`config.mk`:
```
export PLATFORM = sky130hd
export DESIGN_NAME = board_ctrl_regs
export DESIGN_NICKNAME = d
export VERILOG_FILES = /design/src/rtl/board_ctrl_pkg.sv /design/src/rtl/board_ctrl_hexchar.sv /design/src/rtl/board_ctrl_decode.sv /design/src/rtl/board_ctrl_datapath.sv /design/src/rtl/board_ctrl_regs.sv
export SDC_FILE = /design/constraint.sdc
export NUM_CORES = 1
export LEC_CHECK = 0
export BUFFER_PORTS_ARGS = -buffer_cell sky130_fd_sc_hd__buf_2
export CAP_MARGIN = 20
export CORE_MARGIN = 8
export CORE_UTILIZATION = 52
export DETAILED_ROUTE_END_ITERATION = 10
export PLACE_DENSITY = 0.84
export SKIP_CTS_REPAIR_TIMING = 1
export SYNTH_ARGS = -nofsm -noshare
export SYNTH_HDL_FRONTEND = slang
export SYNTH_SLANG_ARGS = --single-unit
```
`constraint.sdc`:
```
create_clock -name clk -period 3.8 [get_ports clk]
set_input_delay 0.19 -clock clk [delete_from_list [all_inputs] [get_ports clk]]
set_output_delay 0.19 -clock clk [all_outputs]
set_load 0.005 [all_outputs]
```
`src/rtl/board_ctrl_pkg.sv`:
```
package board_ctrl_pkg;

  // Bus data width and derived counts.
  localparam int DATA_W     = 32;
  localparam int BE_W       = DATA_W / 8;
  localparam int NUM_CHARS  = DATA_W / 4;          // one character per nibble
  localparam int CHAR_IDX_W = $clog2(NUM_CHARS);

  // Decoded offset width and character window geometry.
  localparam int DEC_W      = 20;
  localparam int STRIDE_SH  = 3;                    // 8-byte stride
  localparam int CHAR_STRIDE = 1 << STRIDE_SH;

  localparam logic [DEC_W-1:0] OFF_SWITCH  = 20'h00000;
  localparam logic [DEC_W-1:0] OFF_LED     = 20'h00008;
  localparam logic [DEC_W-1:0] OFF_GP      = 20'h00010;
  localparam logic [DEC_W-1:0] OFF_WORD    = 20'h00410;
  localparam logic [DEC_W-1:0] OFF_CHAR0   = 20'h00418;
  localparam logic [DEC_W-1:0] OFF_SOFTRES = 20'h00500;
  localparam logic [DEC_W-1:0] OFF_I2C_OE  = 20'h00B00;
  localparam logic [DEC_W-1:0] OFF_I2C_IN  = 20'h00B08;
  localparam logic [DEC_W-1:0] OFF_I2C_OUT = 20'h00B10;
  localparam logic [DEC_W-1:0] OFF_I2C_SEL = 20'h00B18;
  localparam logic [DEC_W-1:0] CHAR_SPAN   = DEC_W'(NUM_CHARS * CHAR_STRIDE);

  localparam logic [7:0] ASCII_SPACE = 8'h20;

  typedef enum logic [2:0] {
    RD_ZERO, RD_LED, RD_GP, RD_CHAR, RD_I2C_OE, RD_I2C_IN, RD_I2C_OUT, RD_I2C_SEL
  } rdSel_e;

  // Strobes from the decoder to the datapath.
  typedef struct packed {
    logic                  wrLed;
    logic                  wrGp;
    logic                  wrWord;
    logic                  wrChar;
    logic [CHAR_IDX_W-1:0] charIdx;
    logic                  wrSoftRes;
    logic                  wrI2cOe;
    logic                  wrI2cOut;
    logic                  wrI2cSel;
    logic [BE_W-1:0]       lanes;
    logic                  rdLoad;
    rdSel_e                rdSel;
  } strobes_t;

endpackage

```
`src/rtl/board_ctrl_hexchar.sv`:
```
module board_ctrl_hexchar (
  input  logic [3:0] nib,
  output logic [7:0] ascii
);
  // '0'..'9' then 'A'..'F' (0x41 - 10 = 0x37)
  always_comb begin
    if (nib < 4'd10) ascii = 8'h30 + {4'b0, nib};
    else             ascii = 8'h37 + {4'b0, nib};
  end
endmodule

```
`src/rtl/board_ctrl_decode.sv`:
```
module board_ctrl_decode
  import board_ctrl_pkg::*;
#(
  parameter int ADDR_W = 32
) (
  input  logic              clk,
  input  logic              rstN,
  input  logic [ADDR_W-1:0] busAddr,
  input  logic              busWrEn,
  input  logic              busRdEn,
  input  logic [BE_W-1:0]   busByteEn,
  output strobes_t          strb,
  output logic              busErr
);
  logic [DEC_W-1:0] off;
  logic [DEC_W-1:0] charRel;
  logic             charHit;
  logic             known;
  logic             wrLane0;
  logic             unusedAddrHi;
  logic             errQ;

  assign off          = busAddr[DEC_W-1:0];
  assign unusedAddrHi = ^busAddr[ADDR_W-1:DEC_W];
  assign charRel      = off - OFF_CHAR0;
  assign charHit      = (off >= OFF_CHAR0) && (charRel < CHAR_SPAN) &&
                        (charRel[STRIDE_SH-1:0] == '0);
  assign wrLane0      = busWrEn & busByteEn[0];

  always_comb begin
    strb         = '0;
    strb.rdSel   = RD_ZERO;
    strb.lanes   = busByteEn;
    strb.rdLoad  = busRdEn;
    strb.charIdx = charRel[STRIDE_SH +: CHAR_IDX_W];
    known        = 1'b1;
    case (off)
      OFF_SWITCH:  ;
      OFF_LED:     begin strb.wrLed = wrLane0;    strb.rdSel = RD_LED;     end
      OFF_GP:      begin strb.wrGp = wrLane0;     strb.rdSel = RD_GP;      end
      OFF_WORD:    strb.wrWord = busWrEn & (|busByteEn);
      OFF_SOFTRES: strb.wrSoftRes = wrLane0;
      OFF_I2C_OE:  begin strb.wrI2cOe = wrLane0;  strb.rdSel = RD_I2C_OE;  end
      OFF_I2C_IN:  strb.rdSel = RD_I2C_IN;
      OFF_I2C_OUT: begin strb.wrI2cOut = wrLane0; strb.rdSel = RD_I2C_OUT; end
      OFF_I2C_SEL: begin strb.wrI2cSel = wrLane0; strb.rdSel = RD_I2C_SEL; end
      default: begin
        if (charHit) begin
          strb.wrChar = wrLane0;
          strb.rdSel  = RD_CHAR;
        end else begin
          known = 1'b0;
        end
      end
    endcase
  end

  always_ff @(posedge clk) begin
    if (!rstN) errQ <= 1'b0;
    else       errQ <= (busWrEn | busRdEn) & ~known;
  end

  assign busErr = errQ;
endmodule

```
`src/rtl/board_ctrl_datapath.sv`:
```
module board_ctrl_datapath
  import board_ctrl_pkg::*;
(
  input  logic                   clk,
  input  logic                   rstN,
  input  strobes_t               strb,
  input  logic [DATA_W-1:0]      wrData,
  input  logic                   i2cSdaIn,
  output logic [DATA_W-1:0]      rdData,
  output logic [7:0]             ledBar,
  output logic [8*NUM_CHARS-1:0] dispChars,
  output logic [7:0]             gpOut,
  output logic [1:0]             i2cOutEn,
  output logic                   i2cSel,
  output logic                   sclOut,
  output logic                   sdaOut,
  output logic                   resetReq
);
  logic [7:0]        ledQ, gpQ;
  logic [1:0]        i2cOeQ, i2cOutQ;
  logic              i2cSelQ, softResQ;
  logic [7:0]        charQ [NUM_CHARS];
  logic [DATA_W-1:0] rdQ, rdNext;

  // Per-character storage; character i takes nibble NUM_CHARS-1-i.
  for (genvar i = 0; i < NUM_CHARS; i++) begin : g_char
    localparam int NIB  = NUM_CHARS - 1 - i;
    localparam int LANE = NIB / 2;
    logic [7:0] hexAscii;

    board_ctrl_hexchar u_hex (
      .nib   (wrData[4*NIB +: 4]),
      .ascii (hexAscii)
    );

    always_ff @(posedge clk) begin
      if (!rstN)
        charQ[i] <= ASCII_SPACE;
      else if (strb.wrWord && strb.lanes[LANE])
        charQ[i] <= hexAscii;
      else if (strb.wrChar && (strb.charIdx == CHAR_IDX_W'(i)))
        charQ[i] <= wrData[7:0];
    end

    assign dispChars[8*i +: 8] = charQ[i];
  end

  always_ff @(posedge clk) begin
    if (!rstN) begin
      ledQ     <= '0;
      gpQ      <= '0;
      i2cOeQ   <= '0;
      i2cOutQ  <= '0;
      i2cSelQ  <= 1'b0;
      softResQ <= 1'b0;
    end else begin
      if (strb.wrLed)    ledQ    <= wrData[7:0];
      if (strb.wrGp)     gpQ     <= wrData[7:0];
      if (strb.wrI2cOe)  i2cOeQ  <= wrData[1:0];
      if (strb.wrI2cOut) i2cOutQ <= wrData[1:0];
      if (strb.wrI2cSel) i2cSelQ <= wrData[0];
      softResQ <= strb.wrSoftRes;
    end
  end

  always_comb begin
    rdNext = '0;
    case (strb.rdSel)
      RD_LED:     rdNext[7:0] = ledQ;
      RD_GP:      rdNext[7:0] = gpQ;
      RD_CHAR:    rdNext[7:0] = charQ[strb.charIdx];
      RD_I2C_OE:  rdNext[1:0] = i2cOeQ;
      RD_I2C_IN:  rdNext[1:0] = {i2cOutQ[1], i2cSdaIn};
      RD_I2C_OUT: rdNext[1:0] = i2cOutQ;
      RD_I2C_SEL: rdNext[0]   = i2cSelQ;
      default:    rdNext      = '0;
    endcase
  end

  always_ff @(posedge clk) begin
    if (!rstN)            rdQ <= '0;
    else if (strb.rdLoad) rdQ <= rdNext;
  end

  assign rdData   = rdQ;
  assign ledBar   = ledQ;
  assign gpOut    = gpQ;
  assign i2cOutEn = i2cOeQ;
  assign i2cSel   = i2cSelQ;
  assign sclOut   = i2cOutQ[1];
  assign sdaOut   = i2cOutQ[0];
  assign resetReq = softResQ;
endmodule

```
`src/rtl/board_ctrl_regs.sv`:
```
module board_ctrl_regs
  import board_ctrl_pkg::*;
#(
  parameter int ADDR_W = 32
) (
  input  logic                   clk,
  input  logic                   rstN,
  input  logic [ADDR_W-1:0]      busAddr,
  input  logic                   busWrEn,
  input  logic                   busRdEn,
  input  logic [BE_W-1:0]        busByteEn,
  input  logic [DATA_W-1:0]      busWrData,
  output logic [DATA_W-1:0]      busRdData,
  output logic                   busErr,
  output logic [7:0]             ledBar,
  output logic [8*NUM_CHARS-1:0] dispChars,
  output logic [7:0]             gpOut,
  output logic [1:0]             i2cOutEn,
  output logic                   i2cSel,
  output logic                   sclOut,
  output logic                   sdaOut,
  input  logic                   i2cSdaIn,
  output logic                   resetReq
);
  strobes_t strb;

  board_ctrl_decode #(.ADDR_W(ADDR_W)) u_decode (
    .clk       (clk),
    .rstN      (rstN),
    .busAddr   (busAddr),
    .busWrEn   (busWrEn),
    .busRdEn   (busRdEn),
    .busByteEn (busByteEn),
    .strb      (strb),
    .busErr    (busErr)
  );

  board_ctrl_datapath u_datapath (
    .clk       (clk),
    .rstN      (rstN),
    .strb      (strb),
    .wrData    (busWrData),
    .i2cSdaIn  (i2cSdaIn),
    .rdData    (busRdData),
    .ledBar    (ledBar),
    .dispChars (dispChars),
    .gpOut     (gpOut),
    .i2cOutEn  (i2cOutEn),
    .i2cSel    (i2cSel),
    .sclOut    (sclOut),
    .sdaOut    (sdaOut),
    .resetReq  (resetReq)
  );
endmodule

```
==> results.yml <==
hold_path:
  hold_class: "primary input to register"
timing:
  rsz0062_at_grt: "no"
  relSlewSlack_pct: 50.4
  fin_skew_ns: 0.00749
  finalHoldViolCount: 0
  slew_viol_final: 0
  setup_violations: 0
  fin_crit_sh_pct: 82.6
  post-route-min-period_ns: 3.14
  worst-slew-pin-transition_ns: 0.739
  fmax_mhz: 319
  tns_ns: 0
pwr:
  p_per_area_nw_per_um2: 347
  total_power_uw: 2530
  power_leakage_uw: 0.00284
  peakVddDrop_uv: 209
floorplan:
  ioPinCount: 192
  std_cell_rows: 39
  die_y_um: 124
  die_area_sq_um: 15400
  fp.coreArea_sq_um: 11400
  start_util_pct: 53.2
  die_w_um: 124
clocking:
  clock-sinks: 95
  clk_path_buf_depth: 2
  tritoncts: "done"
  root_buffer: "clkbuf_16"
  clkTransAtPathRegs_ns: 0.07
  insertion_delay_ns: 0.35
  cts_buffers: 9
  htree_levels: 3
final_layout:
  fin_util_pct: 63.7
  num-nets-final: 879
  final_layout_size_suffix_gt1_share_pct: 27.7
  antennaDiodeCount: 0
  area_growth_pct: 19.8
  fill_cells: 957
global_route:
  antenna_found_initial: 0
  grt_usage_pct: 27.3
  grt_pass1_vias: 5776
  grt_pass1_wl_um: 32200
  grt_start_max_net_pins: 39
  overflow: 0
place:
  gp_congestion: 0.963
  dpl.hpwl_um: 16700
  io_buffers: 155
setup_path:
  worst_setup_path_start_kind: "primary input"
  worst_setup_path_end_kind: "register"
  worstSetupPathType: "primary input to register"
  cp.arrival_ns: 3.20
  crit_fanout: 13
  worst_ep_required_time_ns: 3.86
synthesis:
  synthAdderAreaFrac_pct: 2.68
  ys_seq_area_share_pct: 41.8
  synth-simple-area-share_pct: 20.3
  avgSynthCellArea_sq_um: 9.48
  ys_top_cells_by_area: "edfxtp_1 32%, dfxtp_1 10%, mux4_2 6.3%"
  synth-edff-count: 64
  synth_area_leader_cell: "edfxtp_1"
  synth_mux_area_share_pct: 8.44
  synth_top_family_by_area: "simple AND/OR/NAND/NOR gates"
  netlist_area_sq_um: 6080
  yosysTopAreaCellShare_pct: 31.6
  ys_types: 62
  ys_seq_elements: 95
  synth_compound_area_share_pct: 17.4
  yosys_warnings: 0
  synth-xor-area-share_pct: 2.16
  synthFlopType: "edfxtp_1"
  synthArstFlopShare_pct: 0
  syn_inst: 641
detailed_routing:
  route.detailed.drc: 0
  vias_per_cell: 6.45
  first_pass_iters: 6
  antenna_left: 0
  route.detailed.wl_per_inst_um: 23.1
  routed_wl_um: 21700
  drtIter0Drc: 765
  vias: 6073
outcome:
  status: "completed"
flow_run:
  cap_violations: 0
-- layout by cell type, fill, tap and decap left out, types with 5 or more instances in the layout --
| cell type | count |
|---|---|
| o21ai_0 | 17 |
| a21oi_1 | 32 |
| mux2i_1 | 13 |
| or4_1 | 6 |
| o32ai_1 | 11 |
| nor2b_1 | 20 |
| clkbuf_16 | 9 |
| a22oi_1 | 9 |
| o31ai_1 | 13 |
| a21boi_0 | 10 |
| buf_4 | 23 |
| ha_1 | 13 |
| xnor2_1 | 13 |
| and3_1 | 5 |
| nor4_1 | 7 |
| conb_1 | 24 |
| dfxtp_1 | 31 |
| or3_1 | 5 |
| edfxtp_1 | 64 |
| buf_2 | 155 |
| nand2_1 | 69 |
| a22o_1 | 9 |
| inv_1 | 25 |
| nor3_1 | 25 |
| nand3_1 | 36 |
| nor2_1 | 49 |
| mux4_2 | 17 |
| and2_1 | 6 |
| o22ai_1 | 14 |
-- power by group --
part	internal (uW)	switching (uW)
combinational	159	247
clock	527	427
sequential	1140	31.2
-- metal layers --
| metal | vias up | global-route usage [%] | wire length (um) |
|---|---|---|---|
| met5 | - | 0 | 0 |
| met4 | 0 | 11.2 | 665 |
| met3 | 59 | 5.03 | 2520 |
| met2 | 462 | 44.0 | 10300 |
| met1 | 2886 | 35.6 | 8250 |
| li1 | 2666 | - | - |
-- per-stage QoR --
step	area, sq um	hold WS (ns)	setup slack (ns)	cells
finish	7280	0.174	0.663	941
global route	7280	0.183	0.585	941
CTS	7280	0.171	0.780	941
detailed placement	6960	0.481	0.411	925
global placement	6960	0.476	0.508	925
floorplan	6160	0.360	0.695	664
-- registers in the layout, summed over array words and instances, names as in the netlist --
| name | flops |
|---|---|
| u_datapath.charQ | 64 |
| u_datapath.gpOut | 8 |
| u_datapath.i2cOutEn | 2 |
| u_datapath.i2cOutQ | 2 |
| u_datapath.i2cSel | 1 |
| u_datapath.ledBar | 8 |
| u_datapath.rdData | 8 |
| u_datapath.resetReq | 1 |
| u_decode.busErr | 1 |
-- final cells by class --
type	count	area, sq um	share of cell area [%]
clock inverter	7	88.8	1.22
sequential	95	2540	34.9
multi-input combinational	481	3190	43.8
tap	143	179	2.46
clock buffer	9	225	3.09
inverter	28	105	1.44
timing repair buffer	178	948	13.0
-- final timing paths --
path                                     from                                 to  slack (ns)  cells after the start
max                                busAddr[4]   u_datapath.charQ[7][2]$_DFFE_PP_        0.66                      9
min                             busWrData[11]   u_datapath.charQ[5][3]$_DFFE_PP_        0.17                      2
max reg2reg  u_datapath.charQ[5][6]$_DFFE_PP_  u_datapath.rdData[6]$_SDFFE_PN0P_        2.33                      5
min reg2reg  u_datapath.gpOut[2]$_SDFFE_PN0P_   u_datapath.gpOut[2]$_SDFFE_PN0P_        0.49                      2
-- cells by family (layout without fill, tap and decap cells) --
kind of cell	Yosys count	in the layout
other	1	24
and+or+nand+nor	249	249
AOI/OAI and AO/OA	150	150
muxes	30	30
xor gates and xnor gates	15	15
buffers and inverters	88	222
DFF	95	95
adders and majority gates	13	13
-- worst max-delay path, cell delays in order --
cell	delay (ns)
buf_2	0.21
ha_1	0.31
or3b_2	0.48
a221oi_1	0.30
o2bb2ai_1	0.15
nor3_1	0.57
nand2_1	0.37
o31ai_1	0.39
buf_4	0.22
-- Yosys cell counts, types with 10 or more instances --
cell type  instances
nand3_1           36
nor2b_1           20
ha_1              13
mux4_2            17
o21ai_0           17
a21boi_0          10
o31ai_1           13
edfxtp_1          64
inv_1             25
o22ai_1           14
dfxtp_1           31
mux2i_1           13
nor3_1            25
nor2_1            49
clkbuf_1          30
buf_4             24
a21oi_1           32
o32ai_1           11
xnor2_1           13
nand2_1           69
No activity file was read; power rests on OpenSTA's default activity.
